===== config.mk =====
export PLATFORM = sky130hd
export DESIGN_NAME = jtag_burst_engine
export DESIGN_NICKNAME = d
export VERILOG_FILES = /design/src/rtl/jbe_pkg.sv /design/src/rtl/jbe_crc32.sv /design/src/rtl/jbe_bus_port.sv /design/src/rtl/jtag_burst_engine.sv
export SDC_FILE = /design/constraint.sdc
export NUM_CORES = 1
export LEC_CHECK = 0
export CAP_MARGIN = 10
export CORE_UTILIZATION = 60
export DETAILED_ROUTE_END_ITERATION = 10
export HOLD_SLACK_MARGIN = 0.03
export PLACE_DENSITY = 0.85
export SETUP_SLACK_MARGIN = 0.4
export SLEW_MARGIN = 10
export SYNTH_ARGS = -nofsm -noshare
export SYNTH_HDL_FRONTEND = slang
export SYNTH_SLANG_ARGS = --single-unit
export TNS_END_PERCENT = 1

===== constraint.sdc =====
create_clock -name clk -period 3.4 [get_ports clk]
set_clock_uncertainty 0.2 [all_clocks]
set_input_delay 0.51 -clock clk [delete_from_list [all_inputs] [get_ports clk]]
set_output_delay 0.51 -clock clk [all_outputs]
set_load 0.005 [all_outputs]

===== src/rtl/jbe_pkg.sv =====
package jbe_pkg;
    localparam int OPC_W = 4;

    localparam logic [OPC_W-1:0] OPC_NOP     = 4'd0;
    localparam logic [OPC_W-1:0] OPC_WR8     = 4'd1;
    localparam logic [OPC_W-1:0] OPC_WR16    = 4'd2;
    localparam logic [OPC_W-1:0] OPC_WR32    = 4'd3;
    localparam logic [OPC_W-1:0] OPC_RD8     = 4'd5;
    localparam logic [OPC_W-1:0] OPC_RD16    = 4'd6;
    localparam logic [OPC_W-1:0] OPC_RD32    = 4'd7;
    localparam logic [OPC_W-1:0] OPC_REG_WR  = 4'd9;
    localparam logic [OPC_W-1:0] OPC_REG_SEL = 4'd13;

    typedef enum logic [3:0] {
        ST_IDLE,
        ST_WR_START,
        ST_WR_DATA,
        ST_WR_CRC,
        ST_WR_MATCH,
        ST_RD_WAIT,
        ST_RD_DATA,
        ST_RD_CRC,
        ST_DONE
    } eng_state_e;
endpackage


===== src/rtl/jbe_crc32.sv =====
module jbe_crc32 #(
    parameter int               CRC_W = 32,
    parameter logic [CRC_W-1:0] POLY  = 32'hEDB88320
) (
    input  logic             clk,
    input  logic             rst_n,
    input  logic             clr,
    input  logic             en,
    input  logic             bit_in,
    output logic [CRC_W-1:0] crc
);
    typedef struct packed {
        logic [CRC_W-1:0] crc;
    } crc_s;

    crc_s crc_d, crc_q;

    always_comb begin
        crc_d = crc_q;
        if (clr) begin
            crc_d.crc = '1;
        end else if (en) begin
            crc_d.crc = (crc_q.crc >> 1) ^ ({CRC_W{crc_q.crc[0] ^ bit_in}} & POLY);
        end
    end

    always_ff @(posedge clk or negedge rst_n) begin
        if (!rst_n) crc_q <= '{crc: '1};
        else        crc_q <= crc_d;
    end

    assign crc = crc_q.crc;

    // the code never moves without a clear or an enabled bit
    assert_crc_hold_R6: assert property (@(posedge clk) disable iff (!rst_n)
        (!clr && !en) |=> $stable(crc));
endmodule


===== src/rtl/jbe_bus_port.sv =====
module jbe_bus_port #(
    parameter int ADDR_W = 32,
    parameter int DATA_W = 32
) (
    input  logic              clk,
    input  logic              rst_n,
    input  logic              start,
    input  logic              we,
    input  logic [ADDR_W-1:0] addr,
    input  logic [DATA_W-1:0] wdata,
    input  logic [1:0]        size,
    output logic              busy,
    output logic              done,
    output logic              fail,
    output logic [ADDR_W-1:0] fail_addr,
    output logic [DATA_W-1:0] rdata,
    output logic [ADDR_W-1:0] bus_addr,
    output logic [DATA_W-1:0] bus_wdata,
    input  logic [DATA_W-1:0] bus_rdata,
    output logic              bus_we,
    output logic [1:0]        bus_size,
    output logic              bus_stb,
    input  logic              bus_ack,
    input  logic              bus_err
);
    typedef struct packed {
        logic              busy;
        logic              we;
        logic [ADDR_W-1:0] addr;
        logic [DATA_W-1:0] wdata;
        logic [1:0]        size;
    } port_s;

    port_s port_d, port_q;
    logic  finish;

    always_comb begin
        port_d = port_q;
        finish = port_q.busy && (bus_ack || bus_err);
        if (finish) port_d.busy = 1'b0;
        if (start && !port_q.busy) begin
            port_d.busy  = 1'b1;
            port_d.we    = we;
            port_d.addr  = addr;
            port_d.wdata = wdata;
            port_d.size  = size;
        end
    end

    always_ff @(posedge clk or negedge rst_n) begin
        if (!rst_n) port_q <= '0;
        else        port_q <= port_d;
    end

    assign busy      = port_q.busy;
    assign done      = finish;
    assign fail      = port_q.busy && bus_err;
    assign fail_addr = port_q.addr;
    assign rdata     = bus_rdata;
    assign bus_stb   = port_q.busy;
    assign bus_we    = port_q.we;
    assign bus_addr  = port_q.addr;
    assign bus_wdata = port_q.wdata;
    assign bus_size  = port_q.size;

    // a pending beat keeps its request and address until answered
    assert_stb_hold_R5: assert property (@(posedge clk) disable iff (!rst_n)
        (bus_stb && !bus_ack && !bus_err) |=> (bus_stb && $stable(bus_addr)));
endmodule


===== src/rtl/jtag_burst_engine.sv =====
module jtag_burst_engine
    import jbe_pkg::*;
#(
    parameter int ADDR_W = 32,
    parameter int CNT_W  = 16,
    parameter int DATA_W = 32,
    parameter int CRC_W  = 32
) (
    input  logic              clk,
    input  logic              rst_n,
    input  logic              dbg_capture,
    input  logic              dbg_shift,
    input  logic              dbg_update,
    input  logic              dbg_tdi,
    output logic              dbg_tdo,
    output logic [ADDR_W-1:0] bus_addr,
    output logic [DATA_W-1:0] bus_wdata,
    input  logic [DATA_W-1:0] bus_rdata,
    output logic              bus_we,
    output logic [1:0]        bus_size,
    output logic              bus_stb,
    input  logic              bus_ack,
    input  logic              bus_err
);
    localparam int HDR_W   = 1 + OPC_W + ADDR_W + CNT_W;
    localparam int ERR_W   = ADDR_W + 1;
    localparam int IDX_POS = HDR_W - 2 - OPC_W;
    localparam int DAT_POS = IDX_POS - 1;
    localparam int BCNT_W  = $clog2((CRC_W > DATA_W) ? CRC_W : DATA_W);

    typedef struct packed {
        eng_state_e        st;
        logic [HDR_W-1:0]  cmd;
        logic [ADDR_W-1:0] addr;
        logic [CNT_W-1:0]  words;
        logic [CNT_W-1:0]  beats;
        logic [1:0]        size;
        logic              rd;
        logic [BCNT_W-1:0] bitcnt;
        logic [DATA_W-1:0] word;
        logic [DATA_W-1:0] wbuf;
        logic [DATA_W-1:0] fetch;
        logic              fetch_vld;
        logic              req;
        logic [CRC_W-1:0]  crc_rx;
        logic              err_flag;
        logic [ADDR_W-1:0] err_addr;
        logic              sel;
        logic [ERR_W-1:0]  outsr;
    } eng_s;

    eng_s eng_d, eng_q;

    logic              crc_clr, crc_en, crc_bit;
    logic [CRC_W-1:0]  crc_val;
    logic              port_start, port_busy, port_done, port_fail;
    logic [ADDR_W-1:0] port_fail_addr;
    logic [DATA_W-1:0] port_rdata;
    logic              reg_clear;

    logic [OPC_W-1:0]  hdr_opc;
    logic [ADDR_W-1:0] hdr_addr;
    logic [CNT_W-1:0]  hdr_cnt;
    logic [BCNT_W-1:0] last_bit;
    logic [5:0]        align_sh;
    logic [DATA_W-1:0] size_mask;
    logic [DATA_W-1:0] wr_word;

    assign hdr_opc  = eng_q.cmd[HDR_W-2 -: OPC_W];
    assign hdr_addr = eng_q.cmd[CNT_W +: ADDR_W];
    assign hdr_cnt  = eng_q.cmd[CNT_W-1:0];

    always_comb begin
        case (eng_q.size)
            2'd0:    begin last_bit = BCNT_W'(7);  align_sh = 6'd24; size_mask = DATA_W'(32'h0000_00FF); end
            2'd1:    begin last_bit = BCNT_W'(15); align_sh = 6'd16; size_mask = DATA_W'(32'h0000_FFFF); end
            default: begin last_bit = BCNT_W'(31); align_sh = 6'd0;  size_mask = '1; end
        endcase
    end

    assign wr_word = {dbg_tdi, eng_q.word[DATA_W-1:1]} >> align_sh;

    always_comb begin
        eng_d      = eng_q;
        crc_clr    = 1'b0;
        crc_en     = 1'b0;
        crc_bit    = 1'b0;
        port_start = 1'b0;
        reg_clear  = 1'b0;

        // issue a queued beat once the port is free
        if (eng_q.req && !port_busy) begin
            port_start  = 1'b1;
            eng_d.req   = 1'b0;
            eng_d.addr  = eng_q.addr + (ADDR_W'(1) << eng_q.size);
            eng_d.beats = eng_q.beats - 1'b1;
        end
        if (port_done && eng_q.rd) begin
            eng_d.fetch     = port_rdata & size_mask;
            eng_d.fetch_vld = 1'b1;
        end
        if (port_fail && !eng_q.err_flag) begin
            eng_d.err_flag = 1'b1;
            eng_d.err_addr = port_fail_addr;
        end

        if (dbg_update && eng_q.st != ST_IDLE) begin
            eng_d.st = ST_IDLE;
            if (eng_q.rd) begin
                eng_d.req   = 1'b0;
                eng_d.beats = '0;
            end
        end else begin
            case (eng_q.st)
                ST_IDLE: begin
                    if (dbg_capture) begin
                        eng_d.outsr = eng_q.sel ? '0 : {eng_q.err_addr, eng_q.err_flag};
                    end else if (dbg_shift) begin
                        eng_d.cmd   = {dbg_tdi, eng_q.cmd[HDR_W-1:1]};
                        eng_d.outsr = eng_q.outsr >> 1;
                    end else if (dbg_update && !eng_q.cmd[HDR_W-1]) begin
                        case (hdr_opc)
                            OPC_WR8, OPC_WR16, OPC_WR32,
                            OPC_RD8, OPC_RD16, OPC_RD32: begin
                                if (hdr_cnt != '0) begin
                                    eng_d.addr      = hdr_addr;
                                    eng_d.words     = hdr_cnt;
                                    eng_d.beats     = hdr_cnt;
                                    eng_d.size      = hdr_opc[1:0] - 2'd1;
                                    eng_d.rd        = hdr_opc[2];
                                    eng_d.bitcnt    = '0;
                                    eng_d.fetch_vld = 1'b0;
                                    eng_d.req       = hdr_opc[2];
                                    eng_d.st        = hdr_opc[2] ? ST_RD_WAIT : ST_WR_START;
                                    crc_clr         = 1'b1;
                                end
                            end
                            OPC_REG_WR: begin
                                if (!eng_q.cmd[IDX_POS] && eng_q.cmd[DAT_POS]) reg_clear = 1'b1;
                            end
                            OPC_REG_SEL: eng_d.sel = eng_q.cmd[IDX_POS];
                            default: ;
                        endcase
                    end
                end
                ST_WR_START: begin
                    if (dbg_shift && dbg_tdi) begin
                        eng_d.st     = ST_WR_DATA;
                        eng_d.bitcnt = '0;
                    end
                end
                ST_WR_DATA: begin
                    if (dbg_shift) begin
                        crc_en       = 1'b1;
                        crc_bit      = dbg_tdi;
                        eng_d.word   = {dbg_tdi, eng_q.word[DATA_W-1:1]};
                        eng_d.bitcnt = eng_q.bitcnt + 1'b1;
                        if (eng_q.bitcnt == last_bit) begin
                            eng_d.wbuf   = wr_word;
                            eng_d.req    = 1'b1;
                            eng_d.bitcnt = '0;
                            eng_d.words  = eng_q.words - 1'b1;
                            if (eng_q.words == CNT_W'(1)) eng_d.st = ST_WR_CRC;
                        end
                    end
                end
                ST_WR_CRC: begin
                    if (dbg_shift) begin
                        eng_d.crc_rx = {dbg_tdi, eng_q.crc_rx[CRC_W-1:1]};
                        eng_d.bitcnt = eng_q.bitcnt + 1'b1;
                        if (eng_q.bitcnt == BCNT_W'(CRC_W-1)) eng_d.st = ST_WR_MATCH;
                    end
                end
                ST_WR_MATCH: begin
                    if (dbg_shift) eng_d.st = ST_DONE;
                end
                ST_RD_WAIT: begin
                    if (dbg_shift && eng_q.fetch_vld) begin
                        eng_d.st        = ST_RD_DATA;
                        eng_d.word      = eng_q.fetch;
                        eng_d.fetch_vld = 1'b0;
                        eng_d.bitcnt    = '0;
                        if (eng_q.beats != '0) eng_d.req = 1'b1;
                    end
                end
                ST_RD_DATA: begin
                    if (dbg_shift) begin
                        crc_en       = 1'b1;
                        crc_bit      = eng_q.word[0];
                        eng_d.word   = eng_q.word >> 1;
                        eng_d.bitcnt = eng_q.bitcnt + 1'b1;
                        if (eng_q.bitcnt == last_bit) begin
                            eng_d.bitcnt = '0;
                            eng_d.words  = eng_q.words - 1'b1;
                            if (eng_q.words == CNT_W'(1)) begin
                                eng_d.st = ST_RD_CRC;
                            end else begin
                                eng_d.word      = eng_q.fetch;
                                eng_d.fetch_vld = 1'b0;
                                if (eng_q.beats != '0) eng_d.req = 1'b1;
                            end
                        end
                    end
                end
                ST_RD_CRC: begin
                    if (dbg_shift) begin
                        eng_d.bitcnt = eng_q.bitcnt + 1'b1;
                        if (eng_q.bitcnt == BCNT_W'(CRC_W-1)) eng_d.st = ST_DONE;
                    end
                end
                default: ;
            endcase
        end

        if (reg_clear) begin
            eng_d.err_flag = 1'b0;
            eng_d.err_addr = '0;
        end
    end

    always_ff @(posedge clk or negedge rst_n) begin
        if (!rst_n) eng_q <= '{st: ST_IDLE, default: '0};
        else        eng_q <= eng_d;
    end

    always_comb begin
        case (eng_q.st)
            ST_IDLE:     dbg_tdo = eng_q.outsr[0];
            ST_RD_WAIT:  dbg_tdo = eng_q.fetch_vld;
            ST_RD_DATA:  dbg_tdo = eng_q.word[0];
            ST_RD_CRC:   dbg_tdo = crc_val[eng_q.bitcnt];
            ST_WR_MATCH: dbg_tdo = (eng_q.crc_rx == crc_val);
            default:     dbg_tdo = 1'b0;
        endcase
    end

    jbe_crc32 #(.CRC_W(CRC_W)) u_crc (
        .clk    (clk),
        .rst_n  (rst_n),
        .clr    (crc_clr),
        .en     (crc_en),
        .bit_in (crc_bit),
        .crc    (crc_val)
    );

    jbe_bus_port #(.ADDR_W(ADDR_W), .DATA_W(DATA_W)) u_port (
        .clk       (clk),
        .rst_n     (rst_n),
        .start     (port_start),
        .we        (!eng_q.rd),
        .addr      (eng_q.addr),
        .wdata     (eng_q.wbuf),
        .size      (eng_q.size),
        .busy      (port_busy),
        .done      (port_done),
        .fail      (port_fail),
        .fail_addr (port_fail_addr),
        .rdata     (port_rdata),
        .bus_addr  (bus_addr),
        .bus_wdata (bus_wdata),
        .bus_rdata (bus_rdata),
        .bus_we    (bus_we),
        .bus_size  (bus_size),
        .bus_stb   (bus_stb),
        .bus_ack   (bus_ack),
        .bus_err   (bus_err)
    );

    // the ready marker is followed by payload bits
    assert_ready_then_data_R4: assert property (@(posedge clk) disable iff (!rst_n)
        (eng_q.st == ST_RD_WAIT && dbg_shift && !dbg_update && dbg_tdo) |=> (eng_q.st == ST_RD_DATA));

    // a payload phase always has at least one word left
    assert_count_live_R7: assert property (@(posedge clk) disable iff (!rst_n)
        (eng_q.st == ST_WR_DATA || eng_q.st == ST_RD_DATA) |-> (eng_q.words != '0));

    // the computed code stays put while the host's code arrives and is compared
    assert_crc_frozen_R3: assert property (@(posedge clk) disable iff (!rst_n)
        (eng_q.st == ST_WR_CRC || eng_q.st == ST_WR_MATCH) |=> $stable(crc_val));

    // the error flag only drops through an explicit clear
    assert_err_sticky_R8: assert property (@(posedge clk) disable iff (!rst_n)
        (eng_q.err_flag && !reg_clear) |=> eng_q.err_flag);
endmodule


Word level (Yosys, flattened, before mapping)
Index checks and enable logic that the tools add are counted.
- add/sub/neg operators: 5
- $lt $le $gt $ge: 1
- eq/ne operators: 50
- shifts and indexed selects: 2
- mux-type cells: 103
- bitwise logic cells: 6
- reduce and logical (&&, ||, !) cells: 43
- operator list (cell ; number):
    $mux W72 ; 4
    $mux W32 ; 6
    $mux W33 ; 5
    $mux W129 ; 1
    $mux W37 ; 3
    $pmux W32 S3 ; 1
    $mux W16 ; 5
    $mux W4 ; 18
    $mux W69 ; 1
    $mux W68 ; 1
    $pmux W32 S2 ; 1
    $mux W53 ; 1
    $ne A3 B3 Y1 const B ; 17
    $mux W48 ; 1
    $add A32 B32 Y32 ; 1
    $and A32 B32 Y32 ; 1
    $eq A32 B32 Y1 ; 1
    $pmux W16 S2 ; 1
    $pmux W4 S8 ; 1
    $reduce_bool A16 Y1 ; 2
    $shl A1 B2 Y32 const A ; 1
    $shr A32 B6 Y32 ; 1
    $sub A16 B1 Y16 const B ; 2
    $xor A31 B32 Y32 ; 1
    other kinds (48) ; 133
- register bits after elaboration: 426
- input port bits: 40
- output and inout port bits: 69
- word-level logic and storage cells: 234

Logic depth before layout (Yosys ltp)
- depth after elaboration: 11
- mapped depth: 12
- gate-level depth less buffers: 9

Hierarchy
From an unflattened synthesis, not the netlist that was laid out.
- cells, all modules: 1853
- area, all modules: 20329.5 um2
- by module, submodules not included (module ; instances ; cells each ; area each (um2) ; seq. area each (um2)):
    jtag_burst_engine ; 1 ; 1517 ; 15483.6 ; 8157.8
    jbe_bus_port ; 1 ; 213 ; 3120.5 ; 1701.6
    jbe_crc32 ; 1 ; 123 ; 1725.4 ; 840.8

Worst setup path before layout
No wires, ideal clock.
- path kind: reg2reg
- start point: register eng_q[204] in the netlist's numbering
- end point: register eng_q[251] in the netlist's numbering
- library setup time: 0.083 ns
- arrival time: 2.704 ns
- required time: 3.117 ns
- slack: 0.414 ns
- cell stages (with the launch flop): 13
- path buffers: 3
- clock period less this slack: 2.986 ns
- cell sequence: dfrtp_1 > clkbuf_1 > or2_2 > clkbuf_1 > inv_1 > ha_1 > fa_1 > a21o_1 > a21oi_1 > clkbuf_1 > nor4_1 > xnor2_1 > o21ai_0
- RTL lines (element ; line ; source):
    start: declaration ; jtag_burst_engine.sv:52 ; eng_s eng_d, eng_q;
    start signal: assignment ; jtag_burst_engine.sv:223 ; else eng_q <= eng_d;

Final worst setup path
- start point: register u_crc.crc_q (netlist bit u_crc.crc[30])
- end point: output port dbg_tdo
- cells in the longest elaborated chain, start to end: 3
- elaborated cells between the ends (all ways): 4
- those cells by class: eq/ne (1); mux (3)
- RTL lines (element ; line ; source):
    start: declaration ; jbe_crc32.sv:16 ; crc_s crc_d, crc_q;
    start signal: assignment ; jbe_crc32.sv:28 ; if (!rst_n) crc_q <= '{crc: '1};
    start signal: assignment ; jbe_crc32.sv:29 ; else crc_q <= crc_d;
    $bmux W1 S5 ; jtag_burst_engine.sv:231 ; ST_RD_CRC: dbg_tdo = crc_val[eng_q.bitcnt];
    $mux W1 (not written as such) ; jtag_burst_engine.sv:231 ;
    $pmux W1 S5 (*) ; jtag_burst_engine.sv:227 ; case (eng_q.st)
    end: declaration ; jtag_burst_engine.sv:15 ; output logic dbg_tdo,
Every way passes the cells marked *; elsewhere a longest branch is shown, timed or not. The select of a mux whose other input is x is not followed.

==> results by group <==
Job
  – Max Cap Viol: 0

Die
  – Die area: 0.0340 mm²
  – Die Wd: 184 µm
  – Core area: 0.0326 mm²
  – Die H: 184 µm
  – IO Count: 109
  – # rows: 66
  – Starting Density: 61.2%

STA
  – RSZ-0062 raised after global routing: true
  – Setup_tns: 0 ns
  – Final setup viols: 0
  – Fin. max-slew vios: 0
  – Hold Vio Cnt, Final: 0
  – Final hold slack: 0.274 ns
  – Final min period: 3.19 ns
  – Max_slew headroom: 28.7%
  – Highest Clock Rate: 313 MHz
  – Worst-margin pin slew: 1.06 ns
  – Crit share post-route: 93.8%

Hold path
  – Min-Delay Endpoint: u_port.bus_wdata[14]
  – Min-Delay Path Depth: 2
  – Hold Startpoint: eng_q[147]
  – Type of the worst min-delay path: flip-flop to flip-flop

Route
  – Starting DRT DRC Count: 1312
  – DR vias/cell: 6.05
  – Final WL: 49.2 mm
  – Post-DRT Antenna Nets: 0
  – Vias: 15600
  – Initial DRT Pass Iterations: 6
  – DR WL/cell: 19.1 µm
  – Post-route DRC: 0

Layout
  – Final cell utilization of the core: 71.1%
  – Nets: 2153
  – Antenna Cells: 0
  – Area delta synth->final: 16.1%
  – Layout Cells excl Fill: 2575
  – Register area: 0.0107 mm²
  – Ratio of cells with drive above 1 in the final layout: 14.8%
  – Multi-input logic area: 0.00858 mm²
  – FILL cells: 2292

Power and ir drop
  – Pwr Density: 589 mW/mm²
  – Pleak: 0.0105 µW
  – Peak supply drop: 0.489 mV

Placement
  – RD Place Congestion: 0.912
  – Port Buffer Count: 108
  – DP HPWL: 31.9 mm
  – Number of placed cells counting well taps: 2490

Synth
  – Largest cells by area after synthesis: dfrtp_1 49%, nand2_1 8.2%, mux2_2 5.8%
  – Asr flop ratio synth: 100%
  – Top_reg_cell synth: dfrtp_1
  – Post-Syn Area: 0.0200 mm²
  – Post-synthesis cell count: 2019
  – Sequential area share after synthesis: 53.6%
  – Syn Area/Cell: 9.89 µm²
  – Post-synth net total: 2073
  – Netlist cell types: 76
  – Synth Warn #: 0
  – EDFF count, synth: 0
  – Yosys reg bits: 426
  – Synth top area share: 49.4%
  – Yosys top cell by area: dfrtp_1

Worst setup path
  – Reg2Reg Setup Slack: 0.30 ns
  – WP data required: 2.69 ns
  – CP most frequent cell: nor4_1
  – Delay-heaviest family, CP: simple AND/OR/NAND/NOR gates
  – R2R depth: 9
  – Crit Path Class: flip-flop to primary output
  – R2R Path End: eng_q[222]
  – Crit path from: u_crc.crc[30]
  – Cell Chain, Critical Path: xor2_1 > nor4_1 > nand4_1 > nor4_1 > a211o_1 > buf_2
  – Slowest stage cell, crit path: dfstp_2
  – CP bufs+invs: 1
  – Critical Path AT: 2.48 ns
  – CP Capture Type: primary output
  – R2R Path Start: eng_q[197]
  – Critical Path Source Type: flip-flop
  – Crit-path max FO: 4
  – Largest stage delay, worst path: 0.57 ns

Clock network
  – CTS tree: yes
  – H-Tree Depth: 2
  – CTS buffer count: 44
  – Clock Sinks: 426
  – CTS Buffer Depth: 3
  – Clk Latency, worst-skew pair: 0.55 ns
  – Worst-path clk slew: 0.06 ns
  – Root buffer cell: clkbuf_16

Global route
  – Largest net degree at the start of global routing: 112
  – Initial antenna violation count: 0
  – First-pass GRT wire length: 80.7 mm
  – GRT Total Usage: 29.8%
  – Grt ovf: 0
  – Vias in the first global route: 15500

Status
  – Run status: complete, no violations
## cell families after synthesis
family	synth area share [%]
fa+ha+maj	0.915
buf+inv	3.87
flops	53.6
xor+xnor	3.85
mux	7.45
compound gates	12.8
simple gates	17.5
## synth_stat cells (37+ instances only)
cell type  instances
mux2_2           102
xnor2_1           48
inv_1             49
dfrtp_1          394
a21oi_1          119
nor4_1            37
nor2_1            45
nand2_1          438
nor2b_1           70
o21ai_0          185
xor2_1            38
clkbuf_1         104
## worst max-delay path by stage
stage                       endpoint  slack, ns  depth (start not counted)
final                        dbg_tdo       0.21                          6
after floorplan           eng_q[251]       0.41                         12
after detailed placement     dbg_tdo       0.20                          6
after global routing         dbg_tdo       0.13                          6
after CTS                    dbg_tdo       0.18                          6
after global placement    eng_q[234]       0.34                          6
## through the flow
| step | instance area [µm²] | worst slack (ns) | power, µW |
|---|---|---|---|
| detailed placement | 21700 | 0.197 | 8830 |
| floorplan | 20000 | 0.414 | 7770 |
| CTS | 23200 | 0.179 | 13600 |
| finish | 23200 | 0.210 | 13700 |
| global route | 23200 | 0.134 | 14200 |
| global placement | 21700 | 0.342 | 8720 |
## power by group
part           internal, µW  switching (µW)  leakage [µW]
Clock                  2820            1960      0.000720
Combinational          1190            1620       0.00435
Sequential             5540             514       0.00547
## worst reg2reg max path: cells and delay by family (launching register included)
kind | cells | cell delay, ns
muxes | 1 | 0.20
DFF | 1 | 0.49
buffers and inverters | 3 | 0.52
adders and majority gates | 1 | 0.26
AOI/OAI and AO/OA | 2 | 0.68
and+or+nand+nor | 2 | 0.64
## timing repair
| item | in CTS | in global routing |
|---|---|---|
| endpoints found under the hold margin | 98 | 0 |
| endpoints found under the setup margin | 3 | 39 |
| buffers inserted | 2 | 2 |
| pin swaps | 2 | 2 |
| resized for setup | 11 | 1 |
| hold buffers | 1 | 0 |
## layout by cell type, fill, tap and decap left out, drive strengths merged, types with 5 or more instances in the layout
cell type,instances
o31ai,5
nand2b,9
xnor2,49
nor3b,5
ha,13
xor2,38
nor3,31
nand4,14
mux4,8
nand3b,8
a21o,5
a31oi,12
nor2b,70
a211oi,6
o21ai,186
or2,9
a22oi,14
dfrtp,394
nor4,39
nand2,438
inv,51
mux2,102
or4,9
a221o,32
nand3,34
o22ai,14
mux2i,16
clkdlybuf4s50,106
clkbuf,63
a32oi,7
clkinv,12
and3,6
or3,8
buf,68
a21oi,120
dfstp,32
and4,6
nor2,46
## state kept, by name, indices dropped and copies added, names as in the netlist
signal	cells
eng_q	326
u_crc.crc	32
u_port.bus_addr	32
u_port.bus_wdata	32
u_port.bus_size	2
u_port.bus_stb	1
u_port.bus_we	1
## layout make-up
| type | count | area share, % |
|---|---|---|
| clock buffers | 63 | 5.45 |
| clock inverters | 17 | 0.772 |
| inverters | 49 | 0.793 |
| multi-input cells | 1403 | 37.0 |
| flip-flops and latches | 426 | 46.2 |
| well taps | 442 | 2.39 |
| repair buffers | 175 | 7.40 |
## metal layers
layer  vias to the layer above  routed length [µm]  track usage [%]
li1                       7142                   -                -
met3                       108                2890             3.77
met1                      7738               20500             40.3
met2                       593               24300             49.4
met4                         0                1440             11.0
met5                         -                   0                0
(Power assumes the default switching activity.)
